===== src/rtl/iwq_pkg.sv =====
package iwq_pkg;

    // Halfword pointer: value of prefetch address bit 1.
    typedef enum logic {
        HALF_UPPER = 1'b0,
        HALF_LOWER = 1'b1
    } half_sel_e;

endpackage


===== src/rtl/iwq_holdreg.sv =====
module iwq_holdreg
    import iwq_pkg::*;
#(
    parameter int unsigned WORD_W = 16
) (
    input  logic                clk,
    input  logic                rst_n,
    input  logic                flush_i,
    input  logic                flush_a1_i,
    input  logic                fill_i,
    input  logic [2*WORD_W-1:0] fill_data_i,
    input  logic                fill_flt_i,
    input  logic                take_i,
    output logic                vld_o,
    output logic [WORD_W-1:0]   word_o,
    output logic                flt_o
);

    localparam int unsigned LW_W = 2 * WORD_W;

    typedef struct packed {
        logic        vld;
        logic        flt;
        half_sel_e   sel;
        logic [LW_W-1:0] data;
    } hold_t;

    hold_t h_d, h_q;

    always_comb begin
        h_d = h_q;
        if (flush_i) begin
            h_d.vld = 1'b0;
            h_d.flt = 1'b0;
            h_d.sel = half_sel_e'(flush_a1_i);
        end else begin
            if (take_i && h_q.vld) begin
                if (h_q.sel == HALF_LOWER) begin
                    h_d.vld = 1'b0;
                    h_d.sel = HALF_UPPER;
                end else begin
                    h_d.sel = HALF_LOWER;
                end
            end
            if (!h_q.vld && fill_i) begin
                h_d.vld  = 1'b1;
                h_d.flt  = fill_flt_i;
                h_d.data = fill_data_i;
            end
        end
    end

    always_ff @(posedge clk) begin
        if (!rst_n) begin
            h_q <= '0;
        end else begin
            h_q <= h_d;
        end
    end

    assign vld_o  = h_q.vld;
    assign flt_o  = h_q.flt;
    assign word_o = (h_q.sel == HALF_LOWER) ? h_q.data[WORD_W-1:0]
                                            : h_q.data[LW_W-1:WORD_W];

    a_r2_fill_captures: assert property (@(posedge clk) disable iff (!rst_n)
        (!flush_i && fill_i && !h_q.vld) |=>
            (h_q.vld && h_q.data == $past(fill_data_i) && h_q.flt == $past(fill_flt_i)));

    a_r3_lower_follows_upper: assert property (@(posedge clk) disable iff (!rst_n)
        (!flush_i && take_i && h_q.vld && h_q.sel == HALF_UPPER) |=>
            (h_q.vld && h_q.sel == HALF_LOWER && $stable(h_q.data)));

    a_r3_lower_releases: assert property (@(posedge clk) disable iff (!rst_n)
        (!flush_i && take_i && h_q.vld && h_q.sel == HALF_LOWER) |=>
            (!h_q.vld && h_q.sel == HALF_UPPER));

    a_r8_flush_empties_hold: assert property (@(posedge clk) disable iff (!rst_n)
        flush_i |=> (!h_q.vld && h_q.sel == half_sel_e'($past(flush_a1_i))));

endmodule


===== src/rtl/iwq_stages.sv =====
module iwq_stages #(
    parameter int unsigned WORD_W = 16,
    parameter int unsigned DEPTH  = 3
) (
    input  logic              clk,
    input  logic              rst_n,
    input  logic              flush_i,
    input  logic              push_i,
    input  logic [WORD_W-1:0] push_word_i,
    input  logic              push_flt_i,
    input  logic              pop_i,
    output logic              head_vld_o,
    output logic [WORD_W-1:0] head_word_o,
    output logic              head_flt_o,
    output logic              full_o
);

    typedef struct packed {
        logic              vld;
        logic              flt;
        logic [WORD_W-1:0] word;
    } slot_t;

    // Slot 0 is the decode stage, slot DEPTH-1 the entry stage.
    typedef struct packed {
        slot_t [DEPTH-1:0] slot;
    } pipe_t;

    pipe_t p_d, p_q;
    logic  pop_ok;
    logic  placed;

    assign pop_ok = pop_i && p_q.slot[0].vld;

    always_comb begin
        p_d    = p_q;
        placed = 1'b0;
        if (pop_ok) begin
            for (int i = 0; i < int'(DEPTH) - 1; i++) begin
                p_d.slot[i] = p_q.slot[i+1];
            end
            p_d.slot[DEPTH-1] = '0;
        end
        for (int i = 0; i < int'(DEPTH); i++) begin
            if (push_i && !placed && !p_d.slot[i].vld) begin
                p_d.slot[i].vld  = 1'b1;
                p_d.slot[i].flt  = push_flt_i;
                p_d.slot[i].word = push_word_i;
                placed           = 1'b1;
            end
        end
        if (flush_i) begin
            p_d = '0;
        end
    end

    always_ff @(posedge clk) begin
        if (!rst_n) begin
            p_q <= '0;
        end else begin
            p_q <= p_d;
        end
    end

    assign head_vld_o  = p_q.slot[0].vld;
    assign head_word_o = p_q.slot[0].word;
    assign head_flt_o  = p_q.slot[0].flt;
    assign full_o      = p_q.slot[DEPTH-1].vld;

    generate
        for (genvar g = 0; g < int'(DEPTH) - 1; g++) begin : g_pack
            a_r4_packed: assert property (@(posedge clk) disable iff (!rst_n)
                p_q.slot[g+1].vld |-> p_q.slot[g].vld);
        end
    endgenerate

    a_r6_no_overflow: assert property (@(posedge clk) disable iff (!rst_n)
        (push_i && !flush_i) |-> (!p_q.slot[DEPTH-1].vld || pop_ok));

    a_r5_hold_still: assert property (@(posedge clk) disable iff (!rst_n)
        (!flush_i && !push_i && !pop_i) |=> $stable(p_q));

    a_r8_flush_empties_stages: assert property (@(posedge clk) disable iff (!rst_n)
        flush_i |=> !p_q.slot[0].vld);

    a_r10_direct_to_decode: assert property (@(posedge clk) disable iff (!rst_n)
        (!flush_i && push_i && !p_q.slot[0].vld) |=>
            (p_q.slot[0].vld && p_q.slot[0].word == $past(push_word_i)));

endmodule


===== src/rtl/iword_queue.sv =====
module iword_queue #(
    parameter int unsigned WORD_W = 16,
    parameter int unsigned DEPTH  = 3
) (
    input  logic                clk,
    input  logic                rst_n,
    input  logic                pf_req_i,
    output logic                pf_stall_o,
    input  logic                flush_i,
    input  logic                flush_a1_i,
    output logic                lw_req_o,
    input  logic                lw_valid_i,
    input  logic [2*WORD_W-1:0] lw_data_i,
    input  logic                lw_fault_i,
    input  logic                dec_take_i,
    output logic                dec_valid_o,
    output logic [WORD_W-1:0]   dec_word_o,
    output logic                dec_fault_o
);

    logic              hold_vld;
    logic [WORD_W-1:0] hold_word;
    logic              hold_flt;
    logic              q_full;
    logic              head_vld;
    logic              head_flt;
    logic              accept;
    logic              consume;

    assign consume = dec_take_i && head_vld && !flush_i;
    assign accept  = pf_req_i && hold_vld && !flush_i && (!q_full || consume);

    iwq_holdreg #(.WORD_W(WORD_W)) u_hold (
        .clk        (clk),
        .rst_n      (rst_n),
        .flush_i    (flush_i),
        .flush_a1_i (flush_a1_i),
        .fill_i     (lw_valid_i),
        .fill_data_i(lw_data_i),
        .fill_flt_i (lw_fault_i),
        .take_i     (accept),
        .vld_o      (hold_vld),
        .word_o     (hold_word),
        .flt_o      (hold_flt)
    );

    iwq_stages #(.WORD_W(WORD_W), .DEPTH(DEPTH)) u_stages (
        .clk        (clk),
        .rst_n      (rst_n),
        .flush_i    (flush_i),
        .push_i     (accept),
        .push_word_i(hold_word),
        .push_flt_i (hold_flt),
        .pop_i      (dec_take_i),
        .head_vld_o (head_vld),
        .head_word_o(dec_word_o),
        .head_flt_o (head_flt),
        .full_o     (q_full)
    );

    assign pf_stall_o  = pf_req_i && !accept;
    assign lw_req_o    = pf_req_i && !hold_vld && !flush_i;
    assign dec_valid_o = head_vld;
    assign dec_fault_o = dec_take_i && head_vld && head_flt;

    a_r9_empty_take_ignored: assert property (@(posedge clk) disable iff (!rst_n)
        (!head_vld && dec_take_i && !accept) |=> !dec_valid_o);

    a_r2_no_fetch_when_held: assert property (@(posedge clk) disable iff (!rst_n)
        (hold_vld && !flush_i && !accept) |=> !lw_req_o);

endmodule


===== config.mk =====
export PLATFORM = sky130hd
export DESIGN_NAME = iword_queue
export DESIGN_NICKNAME = d
export VERILOG_FILES = /design/src/rtl/iwq_pkg.sv /design/src/rtl/iwq_holdreg.sv /design/src/rtl/iwq_stages.sv /design/src/rtl/iword_queue.sv
export SDC_FILE = /design/constraint.sdc
export NUM_CORES = 1
export LEC_CHECK = 0
export BUFFER_PORTS_ARGS = -buffer_cell sky130_fd_sc_hd__buf_2
export CAP_MARGIN = 20
export CELL_PAD_IN_SITES_DETAIL_PLACEMENT = 1
export CELL_PAD_IN_SITES_GLOBAL_PLACEMENT = 1
export CORE_MARGIN = 3
export CORE_UTILIZATION = 40
export CTS_BUF_LIST = sky130_fd_sc_hd__clkbuf_8 sky130_fd_sc_hd__clkbuf_16
export CTS_CLUSTER_DIAMETER = 50
export DETAILED_ROUTE_END_ITERATION = 16
export PLACE_DENSITY_LB_ADDON = 0.1
export SETUP_SLACK_MARGIN = 0.4
export SLEW_MARGIN = 10
export SYNTH_ARGS = -nofsm -noshare
export SYNTH_HDL_FRONTEND = slang
export SYNTH_HIERARCHICAL = 1
export SYNTH_SLANG_ARGS = --single-unit

===== constraint.sdc =====
create_clock -name clk -period 2.05 [get_ports clk]
set_input_delay 0.5125 -clock clk [delete_from_list [all_inputs] [get_ports clk]]
set_output_delay 0.5125 -clock clk [all_outputs]
set_load 0.03 [all_outputs]

==> results.sh, run 1 <==
export IMPL_status="finished clean"
export IMPL_core_sq_um=11000
export IMPL_tns_ps=0
export IMPL_crit_start="u_stages/full_o$_SDFF_PP0_"
export IMPL_yosys_top_cells_count="89 x dfxtp_1, 53 x nand2_1, 41 x a211oi_1"
export IMPL_diodes=0
export IMPL_fin_crit_ps=1740
export IMPL_p_leak_nw=2.05
export IMPL_clock_sinks=89
export IMPL_p_sw_share_pct=24.0
export IMPL_postCtsHoldBufs=0
export IMPL_die_h_um=113
export IMPL_synth_top_area_cell="dfxtp_1"
export IMPL_power_per_cell_area_nw_per_um2=665
export IMPL_ys_warnings_count=6
export IMPL_timing_rr_end="u_stages/head_flt_o$_SDFFE_PP0P_"
export IMPL_setup_slack_ps=315
export IMPL_grt_pass1_vias=3695
export IMPL_grtUsageMet2_pct=27.9
export IMPL_ir_worst_vdd_v=0.000287
export IMPL_grt_pass1_wl_um=19500
export IMPL_reg2regPathDepth=6
export IMPL_ys_types=38
export IMPL_cts_root_buf="clkbuf_16"
export IMPL_intPower_mw=2.85
export IMPL_use_met3_pct=2.35
export IMPL_busiest_layer="met1"
export IMPL_max_slew_worst_pin_slew_ps=348
export IMPL_hold_start="lw_data_i[11]"
export IMPL_synth_async_reset_ratio_pct=0
export IMPL_synth_top_area_share_pct=38.8
export IMPL_synth_area_sq_um=4600
export IMPL_start_util_pct=41.7
export IMPL_dpl_hpwl_um=7340
export IMPL_reg2reg_slack_ps=420
export IMPL_die_w_um=113
export IMPL_critPathCaptureType="output pin"
export IMPL_cts_buffers=9
export IMPL_grt_setup_unrepaired="true"
export IMPL_clk_pin_slew_ps=60
export IMPL_synthFlopType="dfxtp_1"
export IMPL_route_detailed_drc=0
export IMPL_slew_violations=0
export IMPL_syn_nets=523
export IMPL_antenna_found_initial=0
export IMPL_grt_start_max_net_pins=55
export IMPL_arrival_ps=1220
export IMPL_crit_path_max_incr_delay_ps=340
export IMPL_routedWlPerCell_um=19.0
export IMPL_wl_um=12500
export IMPL_fin_nets=556
export IMPL_r2r_start="u_stages/full_o$_SDFF_PP0_"
export IMPL_syn_avg_cell_area_sq_um=9.52
export IMPL_path_max_fanout=2
export IMPL_initialDrtViolationCount=210
export IMPL_area_growth_pct=22.6
export IMPL_fmax_mhz=576
export IMPL_setup_viol=0
export IMPL_gp_congestion=0.741
export IMPL_ioPinCount=60
export IMPL_switchingPower_uw=901
export IMPL_skew_ps=4.90
export IMPL_slowest_stage="dfxtp_4"
export IMPL_use_met1_pct=28.0
export IMPL_combPwrFrac_pct=10.3
export IMPL_nFillCells=1214
export IMPL_firstDrtPassIters=5
export IMPL_worst_setup_path_start_kind="register"
export IMPL_finalHoldViolations=0
export IMPL_grt_total_usage_pct=18.8
export IMPL_die_area_sq_um=12800
export IMPL_via_count=3723
export IMPL_fp_row_count=38
export IMPL_cts_tree="done"
export IMPL_fin_crit_sh_pct=84.6
export IMPL_final_antenna_net_count=0
export IMPL_hold_depth=3
export IMPL_grt_ovfl_total=0
export IMPL_synth_edf_count=0
export IMPL_drive_above_1_share_pct=47.6
export IMPL_whs_endpoint="u_hold/h_q[11]$_SDFFE_PN0P_"
export IMPL_clock_path_buffers=2
export IMPL_synth_area_leaders="dfxtp_1 39%, a211oi_1 6.7%, nand3_2 6.1%, o21ai_2 6.1%, nand2_1 4.3%"
export IMPL_hold_path_class="in2reg"
export IMPL_vias_per_cell=5.67
export IMPL_ys_seq_area_share_pct=38.8
export IMPL_clkLatencyLatePin_ps=340
export IMPL_yosys_cell_count_top_type="dfxtp_1"
export IMPL_io_buffer_count=59
export IMPL_synth_cells=483
export IMPL_slew_headroom_pct=76.8
export IMPL_crit_type="reg2out"
export IMPL_dp_slack_ps=-19.3
export IMPL_synth_seq_cells=89
export IMPL_cp_cell_sequence="a21boi_4 > o31a_1 > buf_6"
export IMPL_clockPowerShare_pct=42.1
export IMPL_drv_cap=0
export IMPL_seqPwrFrac_pct=47.7
export IMPL_required_ps=1540
export IMPL_htree_levels=3
-- timing repair --
action | in CTS | in global routing
endpoints found under the setup margin | 55 | 55
cloned | 2 | 4
gates resized for setup | 23 | 45
pin swaps | 0 | 7
setup buffers | 4 | 2
-- worst max-delay path by stage --
stage,end,slack (ps),depth (start not counted)
5_1_grt,pf_stall_o,270,3
3_3_place_gp,u_stages/p_q[47]$_SDFFE_PP0P_,50,7
6_report,pf_stall_o,310,3
2_1_floorplan,u_stages/head_word_o[10]$_SDFFE_PP0P_,210,8
3_5_place_dp,u_stages/p_q[36]$_SDFFE_PP0P_,-20,7
4_1_cts,pf_stall_o,310,3
-- layer usage --
layer	vias to the layer above	part of all wire (%)	wire length, um
met5	-	0	0
met4	0	1.8	221
met3	14	3.5	433
met2	76	46	5760
met1	1793	49	6070
li1	1840	-	-
-- kinds of logic after synthesis --
group | synth area share, %
mux | 7.84
simple gates | 16.8
xor+xnor | 0.572
flops | 38.8
buf+inv | 10.6
compound gates | 25.4
-- critical path: cells and delay by family, from the launching register on --
kind                   cells  cell delay (ps)
AO/OA/AOI/OAI              2              400
flip-flops                 1              340
buffers and inverters      1              140
-- layout make-up --
cell class	count	area, sq um	share of cell area (%)
clock buffer	10	239	4.24
inverter	5	23.8	0.422
sequential	89	1790	31.8
tap	140	175	3.11
clock inverter	2	33.8	0.599
multi-input combinational	324	2700	47.8
timing repair buffer	87	677	12.0
-- state kept, by name, indices dropped and copies added, names as in the netlist --
name	cells
u_hold/flt_o	1
u_hold/vld_o	1
u_stages/p_q	35
u_stages/head_vld_o	1
u_hold/h_q	33
u_stages/full_o	1
u_stages/head_word_o	16
u_stages/head_flt_o	1
-- stage by stage --
step	instance area (sq um)	hold slack [ps]	utilization, %	cells	power (mW)
floorplan	4700	433	-	483	2.08
global placement	4900	440	44.4	633	2.17
detailed placement	4900	448	44.4	633	2.17
CTS	5350	411	48.5	651	3.77
global route	5640	418	51.1	657	3.90
finish	5640	416	51.1	657	3.75
-- power groups by stage --
stage,clock network [mW],registers (mW),logic (mW)
2_1_floorplan,0,1.82,0.258
5_1_grt,1.69,1.79,0.421
3_5_place_dp,0,1.83,0.343
4_1_cts,1.62,1.79,0.360
3_3_place_gp,0,1.83,0.339
6_report,1.58,1.79,0.384
-- placed cells by master (no fill, tap or decap), types with 2 or more instances in the layout --
cell type  instances
nand3_1           38
buf_2             56
bufbuf_16          2
o21ai_2           32
a21o_4             2
buf_12             7
a311oi_2          10
clkbuf_16          9
a21o_1             2
inv_1              5
dfxtp_1           85
a21oi_1           20
mux2i_1           18
a311oi_1           9
mux2_2            16
nand3_2           29
buf_6              5
a211oi_1           8
nor2_1             4
a211oi_4           3
nand3_4            2
nand2_1           51
a211oi_2          40
buf_4             16
xor2_1             2
dfxtp_4            3
o21ai_0            3
o211ai_1          17
Power figures use the tool's default switching activity.
==> inputs of run 2 (changes only) <==
- clock period: 2.05 -> 1.5 ns (I/O delays scaled with it)
==> run 2 against run 1 <==
  * The run now ends with setup timing left
  * Clock power increased by 65%
  * Power rose by 54%
  * Via count is 11% higher
  * Routed wire length rose by 26%
  * Die area is the same
  * Highest routed layer unchanged
==> results.sh, run 2 (same netlist as run 1, synthesis figures left out) <==
export IMPL_status="complete, but fails checks"
export IMPL_failed_checks="setup timing"
export IMPL_vias_per_cell=5.77
export IMPL_final_util_pct=63.4
export IMPL_crit_start="u_stages/full_o$_SDFF_PP0_"
export IMPL_timing_critical_path_to="u_stages/p_q[41]$_SDFFE_PP0P_"
export IMPL_firstDrtPassIters=4
export IMPL_grt_total_usage_pct=23.5
export IMPL_antenna_found_initial=0
export IMPL_fmax_mhz=560
export IMPL_die_area_sq_um=12800
export IMPL_drv_cap=0
export IMPL_hold_depth=3
export IMPL_final_antenna_net_count=0
export IMPL_finish_instance_area_sq_um=7000
export IMPL_required_ps=1730
export IMPL_dpl_instance_area_sq_um=5140
export IMPL_intPower_mw=4.29
export IMPL_wl_um=15700
export IMPL_fin_nets=613
export IMPL_routedWlPerCell_um=21.9
export IMPL_fin_crit_ps=1790
export IMPL_initialDrtViolationCount=198
export IMPL_postCtsHoldBufs=0
export IMPL_top_register="u_stages/p_q"
export IMPL_grt_pass1_vias=4338
export IMPL_ir_worst_vdd_v=0.000563
export IMPL_fin_crit_sh_pct=119
export IMPL_r2r_start="u_stages/full_o$_SDFF_PP0_"
export IMPL_route_detailed_drc=0
export IMPL_gp_congestion=0.754
export IMPL_layout_common_cells="70 x dfxtp_1, 50 x nand2_1, 39 x buf_2"
export IMPL_clk_pin_slew_ps=70
export IMPL_hold_ws_ps=263
export IMPL_setup_viol=84
export IMPL_cts_root_buf="clkbuf_16"
export IMPL_io_buffer_count=59
export IMPL_die_w_um=113
export IMPL_clockPowerShare_pct=45.2
export IMPL_via_count=4143
export IMPL_finalHoldViolations=0
export IMPL_cts_tree="done"
export IMPL_p_sw_share_pct=25.9
export IMPL_reg2reg_slack_ps=-290
export IMPL_clock_path_buffers=2
export IMPL_clkLatencyLatePin_ps=360
export IMPL_power_per_cell_area_nw_per_um2=826
export IMPL_worst_setup_path_start_kind="register"
export IMPL_seqPwrFrac_pct=42.4
export IMPL_max_slew_worst_pin_slew_ps=359
export IMPL_arrival_ps=2020
export IMPL_grt_setup_unrepaired="true"
export IMPL_start_util_pct=41.7
export IMPL_fp_row_count=38
export IMPL_core_sq_um=11000
export IMPL_ioPinCount=60
export IMPL_setup_slack_ps=-285
export IMPL_critPathCaptureType="register"
export IMPL_htree_levels=3
export IMPL_grt_pass1_wl_um=23800
export IMPL_timing_rr_end="u_stages/p_q[41]$_SDFFE_PP0P_"
export IMPL_largest_reg_flops=35
export IMPL_dpl_hpwl_um=8130
export IMPL_clock_sinks=89
export IMPL_crit_type="reg2reg"
export IMPL_drive_above_1_share_pct=60.7
export IMPL_slew_headroom_pct=76.1
export IMPL_path_max_fanout=4
export IMPL_layout_commonest_cell="dfxtp_1"
export IMPL_p_leak_nw=2.57
export IMPL_grt_start_max_net_pins=54
export IMPL_hold_path_class="in2reg"
export IMPL_reg2regPathDepth=8
export IMPL_grt_ovfl_total=0
export IMPL_skew_ps=11.6
export IMPL_area_growth_pct=52.2
export IMPL_combPwrFrac_pct=12.4
export IMPL_switchingPower_mw=1.49
export IMPL_power_total_mw=5.78
export IMPL_dp_slack_ps=-420
export IMPL_die_h_um=113
export IMPL_slew_violations=0
export IMPL_diodes=0
export IMPL_cts_buffers=9
-- run 2: changes by cell type in the layout (fill, tap and decap cells not counted), sizes merged --
cell	previous run	this run
or3b	1	2
buf	85	142
inv	5	6
bufinv	1	2
clkinv	1	2
nand3	69	67
clkbuf	10	12
-- run 2: how the worst min path moves through the flow --
stage | startpoint | end | slack, ps
finish | lw_data_i[6] | u_hold/h_q[6]$_SDFFE_PN0P_ | 260
detailed placement | u_hold/h_q[6]$_SDFFE_PN0P_ | u_hold/h_q[6]$_SDFFE_PN0P_ | 450
global placement | u_hold/h_q[0]$_SDFFE_PN0P_ | u_hold/h_q[0]$_SDFFE_PN0P_ | 440
floorplan | u_hold/h_q[0]$_SDFFE_PN0P_ | u_hold/h_q[0]$_SDFFE_PN0P_ | 430
CTS | lw_data_i[26] | u_hold/h_q[26]$_SDFFE_PN0P_ | 250
global route | lw_data_i[12] | u_hold/h_q[12]$_SDFFE_PN0P_ | 260
-- run 2: power groups by stage --
stage	Combinational (mW)	Sequential, mW	Clock, mW
final	0.717	2.45	2.61
after floorplan	0.352	2.49	0
after CTS	0.661	2.45	2.62
after detailed placement	0.513	2.50	0
after global placement	0.505	2.49	0
after global routing	0.767	2.46	2.75
-- run 2: critical path, cell delays in order, from the launching register on --
cell	delay, ps
dfxtp_2	320
a21boi_4	140
nor4b_2	250
buf_4	200
nand3_4	130
buf_12	170
buf_16	120
o211ai_1	240
a21oi_1	100
-- run 2: layer usage --
metal / global-route usage [%] / part of all wire (%)
met5: 0 / 0
met3: 2.78 / 3.9
met2: 40.0 / 50
met1: 30.5 / 43
met4: 9.13 / 2.4
-- run 2: what timing repair did --
action / in CTS / in global routing
pin swaps: 80 / 15
endpoints found under the setup margin: 108 / 109
setup buffers: 18 / 13
cloned: 16 / 1
gates resized for setup: 149 / 52
-- run 2: through the flow --
stage / instances / TNS, ps
after floorplan: 483 / -11280
after global placement: 654 / -11880
after detailed placement: 654 / -15120
after CTS: 704 / -8620
after global routing: 718 / -17480
final: 718 / -12730
-- run 2: layout make-up --
cell class / count / area, sq um
clock buffers: 11 / 253
clock inverters: 5 / 86.3
fillers: 1118 / 4030
inverters: 5 / 31.3
multi-input cells: 323 / 2960
flip-flops and latches: 89 / 1810
well taps: 140 / 175
repair buffers: 145 / 1680
